$ cat src/rtl/rng_pkg.sv
package rng_pkg;

    localparam int DATA_W      = 32;
    localparam int EN_W        = 13;
    localparam int CNT_FIELD_W = 8;

    localparam logic [7:0] OFF_CTRL  = 8'h00;
    localparam logic [7:0] OFF_CORE  = 8'h04;
    localparam logic [7:0] OFF_SRC   = 8'h08;
    localparam logic [7:0] OFF_STAT  = 8'h18;
    localparam logic [7:0] OFF_DATA  = 8'h20;
    localparam logic [7:0] OFF_COUNT = 8'h24;

    localparam logic [EN_W-1:0] EN_ON = EN_W'(1);

    localparam int BIT_LOCK  = 31;
    localparam int BIT_START = 17;
    localparam int BIT_FAIL  = 5;
    localparam int BIT_TOTAL = 0;

    typedef enum logic [2:0] {
        SEL_NONE,
        SEL_CTRL,
        SEL_CORE,
        SEL_SRC,
        SEL_STAT,
        SEL_DATA,
        SEL_COUNT
    } reg_sel_e;

    typedef struct packed {
        logic     rd;
        logic     wr;
        reg_sel_e sel;
    } access_t;

    typedef struct packed {
        logic lockout;
        logic startup;
        logic statfail;
        logic total;
    } hflags_t;

    function automatic logic [DATA_W-1:0] xs_next(input logic [DATA_W-1:0] x);
        logic [DATA_W-1:0] y;
        y = x ^ (x << 13);
        y = y ^ (y >> 17);
        y = y ^ (y << 5);
        return y;
    endfunction

    function automatic logic [DATA_W-1:0] stat_word(input hflags_t f);
        logic [DATA_W-1:0] w;
        w            = '0;
        w[BIT_LOCK]  = f.lockout;
        w[BIT_START] = f.startup;
        w[BIT_FAIL]  = f.statfail;
        w[BIT_TOTAL] = f.total;
        return w;
    endfunction

    function automatic hflags_t stat_pick(input logic [DATA_W-1:0] w);
        hflags_t f;
        f.lockout  = w[BIT_LOCK];
        f.startup  = w[BIT_START];
        f.statfail = w[BIT_FAIL];
        f.total    = w[BIT_TOTAL];
        return f;
    endfunction

endpackage

$ cat src/rtl/rng_decode.sv
module rng_decode
    import rng_pkg::*;
#(
    parameter int ADDR_W = 8
) (
    input  logic              bus_sel,
    input  logic              bus_wr,
    input  logic [ADDR_W-1:0] bus_addr,
    output access_t           acc
);

    reg_sel_e sel;

    always_comb begin
        if      (bus_addr == ADDR_W'(OFF_CTRL))  sel = SEL_CTRL;
        else if (bus_addr == ADDR_W'(OFF_CORE))  sel = SEL_CORE;
        else if (bus_addr == ADDR_W'(OFF_SRC))   sel = SEL_SRC;
        else if (bus_addr == ADDR_W'(OFF_STAT))  sel = SEL_STAT;
        else if (bus_addr == ADDR_W'(OFF_DATA))  sel = SEL_DATA;
        else if (bus_addr == ADDR_W'(OFF_COUNT)) sel = SEL_COUNT;
        else                                     sel = SEL_NONE;
    end

    always_comb begin
        acc.rd  = bus_sel && !bus_wr;
        acc.wr  = bus_sel && bus_wr;
        acc.sel = bus_sel ? sel : SEL_NONE;
    end

endmodule

$ cat src/rtl/rng_src.sv
module rng_src
    import rng_pkg::*;
#(
    parameter logic [DATA_W-1:0] SEED = 32'h2545_F491
) (
    input  logic              clk,
    input  logic              rst,
    input  logic              restart,
    input  logic              advance,
    output logic [DATA_W-1:0] word
);

    always_ff @(posedge clk) begin
        if (rst || restart) word <= SEED;
        else if (advance)   word <= xs_next(word);
    end

endmodule

$ cat src/rtl/rng_fifo.sv
module rng_fifo #(
    parameter int DEPTH = 16,
    parameter int W     = 32,
    localparam int PTR_W = $clog2(DEPTH),
    localparam int CNT_W = $clog2(DEPTH + 1)
) (
    input  logic             clk,
    input  logic             rst,
    input  logic             flush,
    input  logic             push,
    input  logic [W-1:0]     din,
    input  logic             pop,
    output logic [W-1:0]     dout,
    output logic [CNT_W-1:0] count,
    output logic             full,
    output logic             empty
);

    logic [W-1:0]     mem [DEPTH];
    logic [PTR_W-1:0] wr_ptr;
    logic [PTR_W-1:0] rd_ptr;
    logic             push_ok;
    logic             pop_ok;

    function automatic logic [PTR_W-1:0] wrap_inc(input logic [PTR_W-1:0] p);
        return (p == PTR_W'(DEPTH - 1)) ? '0 : p + 1'b1;
    endfunction

    assign full    = (count == CNT_W'(DEPTH));
    assign empty   = (count == '0);
    assign push_ok = push && !full && !flush;
    assign pop_ok  = pop && !empty && !flush;
    assign dout    = mem[rd_ptr];

    always_ff @(posedge clk) begin
        if (push_ok) mem[wr_ptr] <= din;
    end

    always_ff @(posedge clk) begin
        if (rst || flush) begin
            wr_ptr <= '0;
            rd_ptr <= '0;
            count  <= '0;
        end else begin
            if (push_ok) wr_ptr <= wrap_inc(wr_ptr);
            if (pop_ok)  rd_ptr <= wrap_inc(rd_ptr);
            case ({push_ok, pop_ok})
                2'b10:   count <= count + 1'b1;
                2'b01:   count <= count - 1'b1;
                default: count <= count;
            endcase
        end
    end

endmodule

$ cat src/rtl/rng_health.sv
module rng_health
    import rng_pkg::*;
#(
    parameter int STARTUP_CYC = 64,
    parameter int TOTAL_WORDS = 256,
    localparam int SU_W = $clog2(STARTUP_CYC),
    localparam int TW_W = $clog2(TOTAL_WORDS)
) (
    input  logic    clk,
    input  logic    rst,
    input  logic    core_hold,
    input  logic    flush,
    input  logic    gen_allowed,
    input  logic    pushed,
    input  logic    fault_lock,
    input  logic    fault_stat,
    input  hflags_t clr,
    output hflags_t flags
);

    logic [SU_W-1:0] su_cnt;
    logic            su_done;
    logic            su_hit;
    logic [TW_W-1:0] tw_cnt;
    logic            tw_hit;

    assign su_hit = gen_allowed && !su_done && (su_cnt == SU_W'(STARTUP_CYC - 1));
    assign tw_hit = pushed && (tw_cnt == TW_W'(TOTAL_WORDS - 1));

    always_ff @(posedge clk) begin
        if (rst || core_hold) begin
            su_cnt  <= '0;
            su_done <= 1'b0;
        end else if (gen_allowed && !su_done) begin
            if (su_hit) su_done <= 1'b1;
            else        su_cnt  <= su_cnt + 1'b1;
        end
    end

    always_ff @(posedge clk) begin
        if (rst || flush)  tw_cnt <= '0;
        else if (tw_hit)   tw_cnt <= '0;
        else if (pushed)   tw_cnt <= tw_cnt + 1'b1;
    end

    always_ff @(posedge clk) begin
        if (rst) begin
            flags <= '0;
        end else begin
            flags.lockout  <= fault_lock | (flags.lockout & ~clr.lockout);
            flags.statfail <= fault_stat | (flags.statfail & ~clr.statfail);
            flags.total    <= tw_hit | (flags.total & ~clr.total);
            flags.startup  <= core_hold ? 1'b0
                                        : (su_hit | (flags.startup & ~clr.startup));
        end
    end

endmodule

$ cat src/rtl/rng_regfront.sv
module rng_regfront
    import rng_pkg::*;
#(
    parameter int                ADDR_W      = 8,
    parameter int                FIFO_DEPTH  = 16,
    parameter int                STARTUP_CYC = 64,
    parameter int                TOTAL_WORDS = 256,
    parameter logic [DATA_W-1:0] SEED        = 32'h2545_F491
) (
    input  logic              clk,
    input  logic              rst,
    input  logic              bus_sel,
    input  logic              bus_wr,
    input  logic [ADDR_W-1:0] bus_addr,
    input  logic [31:0]       bus_wdata,
    output logic [31:0]       bus_rdata,
    input  logic              fault_lock_i,
    input  logic              fault_stat_i,
    output logic              irq_o
);

    localparam int CNT_W = $clog2(FIFO_DEPTH + 1);

    access_t           acc;
    logic [DATA_W-1:0] ctrl_q;
    logic              core_hold_q;
    logic              src_hold_q;
    logic              hold_any;
    logic              gen_allowed;
    logic              health_block;
    logic              push_req;
    logic              data_rd;
    logic              lock_clr;
    hflags_t           flags;
    hflags_t           clr;
    logic [DATA_W-1:0] gen_word;
    logic [DATA_W-1:0] fifo_dout;
    logic [CNT_W-1:0]  fifo_cnt;
    logic              fifo_full;
    logic              fifo_empty;

    rng_decode #(.ADDR_W(ADDR_W)) u_decode (
        .bus_sel  (bus_sel),
        .bus_wr   (bus_wr),
        .bus_addr (bus_addr),
        .acc      (acc)
    );

    always_ff @(posedge clk) begin
        if (rst) begin
            ctrl_q      <= '0;
            core_hold_q <= 1'b0;
            src_hold_q  <= 1'b0;
        end else if (acc.wr) begin
            case (acc.sel)
                SEL_CTRL: ctrl_q      <= bus_wdata;
                SEL_CORE: core_hold_q <= bus_wdata[0];
                SEL_SRC:  src_hold_q  <= bus_wdata[0];
                default:  ;
            endcase
        end
    end

    assign hold_any     = core_hold_q | src_hold_q;
    assign gen_allowed  = (ctrl_q[EN_W-1:0] == EN_ON) && !hold_any;
    assign health_block = flags.lockout | flags.statfail;
    assign push_req     = gen_allowed && !health_block && !fifo_full;
    assign data_rd      = acc.rd && (acc.sel == SEL_DATA);
    assign clr          = (acc.wr && acc.sel == SEL_STAT) ? stat_pick(bus_wdata) : '0;
    assign lock_clr     = clr.lockout;

    rng_src #(.SEED(SEED)) u_src (
        .clk     (clk),
        .rst     (rst),
        .restart (hold_any),
        .advance (push_req),
        .word    (gen_word)
    );

    rng_fifo #(.DEPTH(FIFO_DEPTH), .W(DATA_W)) u_fifo (
        .clk   (clk),
        .rst   (rst),
        .flush (hold_any),
        .push  (push_req),
        .din   (gen_word),
        .pop   (data_rd),
        .dout  (fifo_dout),
        .count (fifo_cnt),
        .full  (fifo_full),
        .empty (fifo_empty)
    );

    rng_health #(.STARTUP_CYC(STARTUP_CYC), .TOTAL_WORDS(TOTAL_WORDS)) u_health (
        .clk         (clk),
        .rst         (rst),
        .core_hold   (core_hold_q),
        .flush       (hold_any),
        .gen_allowed (gen_allowed),
        .pushed      (push_req),
        .fault_lock  (fault_lock_i),
        .fault_stat  (fault_stat_i),
        .clr         (clr),
        .flags       (flags)
    );

    always_comb begin
        bus_rdata = '0;
        if (acc.rd) begin
            case (acc.sel)
                SEL_CTRL:  bus_rdata = ctrl_q;
                SEL_CORE:  bus_rdata = {31'b0, core_hold_q};
                SEL_SRC:   bus_rdata = {31'b0, src_hold_q};
                SEL_STAT:  bus_rdata = stat_word(flags);
                SEL_DATA:  bus_rdata = fifo_empty ? '0 : fifo_dout;
                SEL_COUNT: bus_rdata = {{(DATA_W-CNT_FIELD_W){1'b0}}, CNT_FIELD_W'(fifo_cnt)};
                default:   bus_rdata = '0;
            endcase
        end
    end

    assign irq_o = |flags;

endmodule

$ cat config.mk
export PLATFORM = sky130hd
export DESIGN_NAME = rng_regfront
export DESIGN_NICKNAME = d
export VERILOG_FILES = /design/src/rtl/rng_pkg.sv /design/src/rtl/rng_decode.sv /design/src/rtl/rng_src.sv /design/src/rtl/rng_fifo.sv /design/src/rtl/rng_health.sv /design/src/rtl/rng_regfront.sv
export SDC_FILE = /design/constraint.sdc
export NUM_CORES = 1
export LEC_CHECK = 0
export ABC_AREA = 1
export BUFFER_PORTS_ARGS = -buffer_cell sky130_fd_sc_hd__buf_2
export CELL_PAD_IN_SITES_DETAIL_PLACEMENT = 2
export CELL_PAD_IN_SITES_GLOBAL_PLACEMENT = 2
export CORE_ASPECT_RATIO = 1.4
export CORE_UTILIZATION = 39
export DETAILED_ROUTE_END_ITERATION = 6
export PLACE_DENSITY_LB_ADDON = 0.1
export SYNTH_ARGS = -nofsm -noshare
export SYNTH_HDL_FRONTEND = slang
export SYNTH_SLANG_ARGS = --single-unit
$ cat constraint.sdc
create_clock -name clk -period 4.2 [get_ports clk]
set_input_delay 0.21 -clock clk [delete_from_list [all_inputs] [get_ports clk]]
set_output_delay 0.21 -clock clk [all_outputs]
set_load 0.1 [all_outputs]
==> metrics.txt <==
Least-Margin Pin Slew 1.18 ns; die area 67,000 um^2; Reg clk slew, reported paths 0.07 ns; HP Start rst; critical path endpoint category output port; final std cells w/o fill 3,374; final instance area 30,100 um^2; Core Area 65,300 um^2; status finished clean; CTS tree done; Final Cycle Share 94.6%; vias in the first global route 21.4k; distinct cell type count after synthesis 40; # placed instances 3,226; RSZ-0062 raised after global routing false; GR Util All Layers 27.4%; Seq/Total Area, Yosys 67.7%; worst setup path class flop to output port; Fin Clk Skew 0.0228 ns; Tot Pwr 12.3 mW; Avg Cell Area, Syn 10.8 um^2; final hold violations 0; Die Width 219 um; Most used DFF post-synth edfxtp_1; Antenna Cells 0; Mapped Area 25,700 um^2; Via density 5.61; Clock Root Buffer clkbuf_16; Final GP Congestion 0.789; first-pass GRT wire length 134,000 um; DRC Markers 0; pwr dens 408 nW/um^2; Initial Util 39.4%; wire per inst 26.8 um; HPWL after detailed placement 54,200 um; clock sink count 614; drt first pass iters 5; R2R Setup Slk 0.87 ns; # setup viols final 0; peak supply drop 303 uV; post-synth net total 2,430; ys async rst share 0%; Hold WC Path Type input port to flop; Leakage 11.2 nW; port bufs 78; fraction of layout cells with a size suffix above 1 11.4%; f_max 0.252 GHz; Ys Warns 0; io pins 79; Hold Path Cell Cnt 4; Post-DRT Antenna Nets 0; Critical Path Fanout Max 87; max-slew violation count 0; reg2reg start ctrl_q[6]; capturing point of the worst reg2reg path u_fifo.count[4]; count of max-cap constraint violations 0; Clk Latency, worst-skew pair 0.65 ns; R2R cell count 16; largest net degree at the start of global routing 108; required time of the critical path 3.99 ns; initial antenna violation count 0; grt total ovfl 0; Die H 306 um; worst rel slew slack 21.0%; flop and latch count out of synthesis 614; routed wire length 90,400 um; CP Data Arrival Time 3.76 ns; vias 18.9k; startpoint class of the critical path flop; Post-Syn Instances 2,374; Cell Rows 111; DRT iter0 DRCs 1,125; setup TNS 0 ns; Max clock buf depth 3; number of synthesized flops with an enable pin 512; fin crit period 3.97 ns; nets 2,534; postcts setup bufs 0; Inserted Clock Buffers 60; P&R area growth vs syn 17.0%; WHS Endpoint u_health.su_cnt[4]; cts repair resizes 0; Post-DP Area 27,700 um^2; H-tree Lvls 2
[layout by cell type, fill, tap and decap left out, drive strengths merged, types with 2 or more instances in the layout]
cell type    count
or2              4
edfxtp         512
o21ai           98
inv             58
o22ai            2
nand3          237
nand2          639
a21o             2
o211ai          20
xor2            23
o31ai           52
bufinv           9
buf            144
dlygate4sd3     36
nor3            11
nor2           188
clkbuf          69
dfxtp          102
nor3b            2
clkinvlp         5
nand4           11
ha              10
xnor2           41
a21oi          210
a211oi           9
clkinv          29
[what timing repair did]
item | CTS | global route
hold endpoints to repair | 38 | 0
hold buffers | 36 | 0
setup endpoints to repair | 0 | 0
[how the worst max path moves through the flow]
stage               from                to  slack, ns
6_report            flop     bus_rdata[21]       0.23
3_3_place_gp        flop     bus_rdata[30]       0.88
2_1_floorplan  ctrl_q[6]  u_fifo.mem[7][0]       0.45
5_1_grt             flop      bus_rdata[2]       0.06
4_1_cts             flop      bus_rdata[2]       0.22
3_5_place_dp   ctrl_q[6]   u_fifo.count[4]       0.83
[layer usage]
metal	global-route usage, %	vias up	wire [um]
met4	10.5	0	3450
met5	0	-	0
li1	-	8500	-
met1	32.4	9786	35800
met3	3.89	184	3940
met2	49.6	449	47200
[area by class of cell]
cell class	count	area, um^2
clock buffer	69	1540
inverter	59	231
tap	847	1060
fill	6674	35200
sequential	614	17400
timing repair buffer	180	1810
multi-input combinational	1563	7550
clock inverter	42	464
[cell usage after synthesis, drive strengths merged, types with 2 or more instances]
library cell	count	area, um^2
buf	85	437
o211ai	20	150
nand4	11	75.1
ha	10	125
nor3	11	55.1
xnor2	41	359
a21oi	210	1050
o31ai	52	390
dfxtp	102	2040
nand3	237	1200
inv	58	218
nand2	639	2420
nor2	188	734
a211oi	9	67.6
o22ai	2	12.5
nor3b	2	31.3
edfxtp	512	15400
or2	4	25.0
a21o	2	15.0
o21ai	98	494
xor2	23	201
clkbuf	53	199
[cell families (layout without fill, tap and decap cells)]
logic type	Yosys count	count (layout)	share of synthesized area, %
xor+xnor	64	64	2.18
compound gates	393	393	8.48
simple gates	1096	1096	17.8
buf+inv	197	350	3.33
flops	614	614	67.7
fa+ha+maj	10	10	0.487
[power breakdown]
part	total [mW]	leakage (nW)	switching, mW	internal (mW)
registers	6.50	6.39	0.00280	6.50
clock network	5.65	0.967	2.48	3.18
logic	0.115	3.81	0.0685	0.0469
[metrics by stage]
| stage | hold WS (ns) | setup slack (ns) | utilization [%] |
|---|---|---|---|
| 2_1_floorplan | 0.344 | 0.446 | - |
| 3_3_place_gp | 0.450 | 0.881 | 42.5 |
| 6_report | 0.0319 | 0.226 | 46.1 |
| 3_5_place_dp | 0.456 | 0.835 | 42.5 |
| 5_1_grt | 0.0356 | 0.0631 | 46.1 |
| 4_1_cts | 0.0304 | 0.224 | 46.1 |
[state kept, by name, indices dropped and copies added, names as in the netlist, 5 cells and up, named ones only]
name             cells
u_fifo.mem         512
u_src.word          32
u_fifo.count         5
ctrl_q              32
u_health.su_cnt      6
u_health.tw_cnt      8
[worst max-delay path, cell delays in order, from the launching register on]
cell and delay [ns]:
dfxtp_4 0.51, inv_8 0.45, buf_4 0.27, nand2_1 0.06, nand3_1 0.06, a21oi_1 0.09, o31ai_1 0.79, nand2_1 0.13
a21oi_1 0.37, buf_12 0.23
Note: power is estimated with default switching activity, not from simulation.
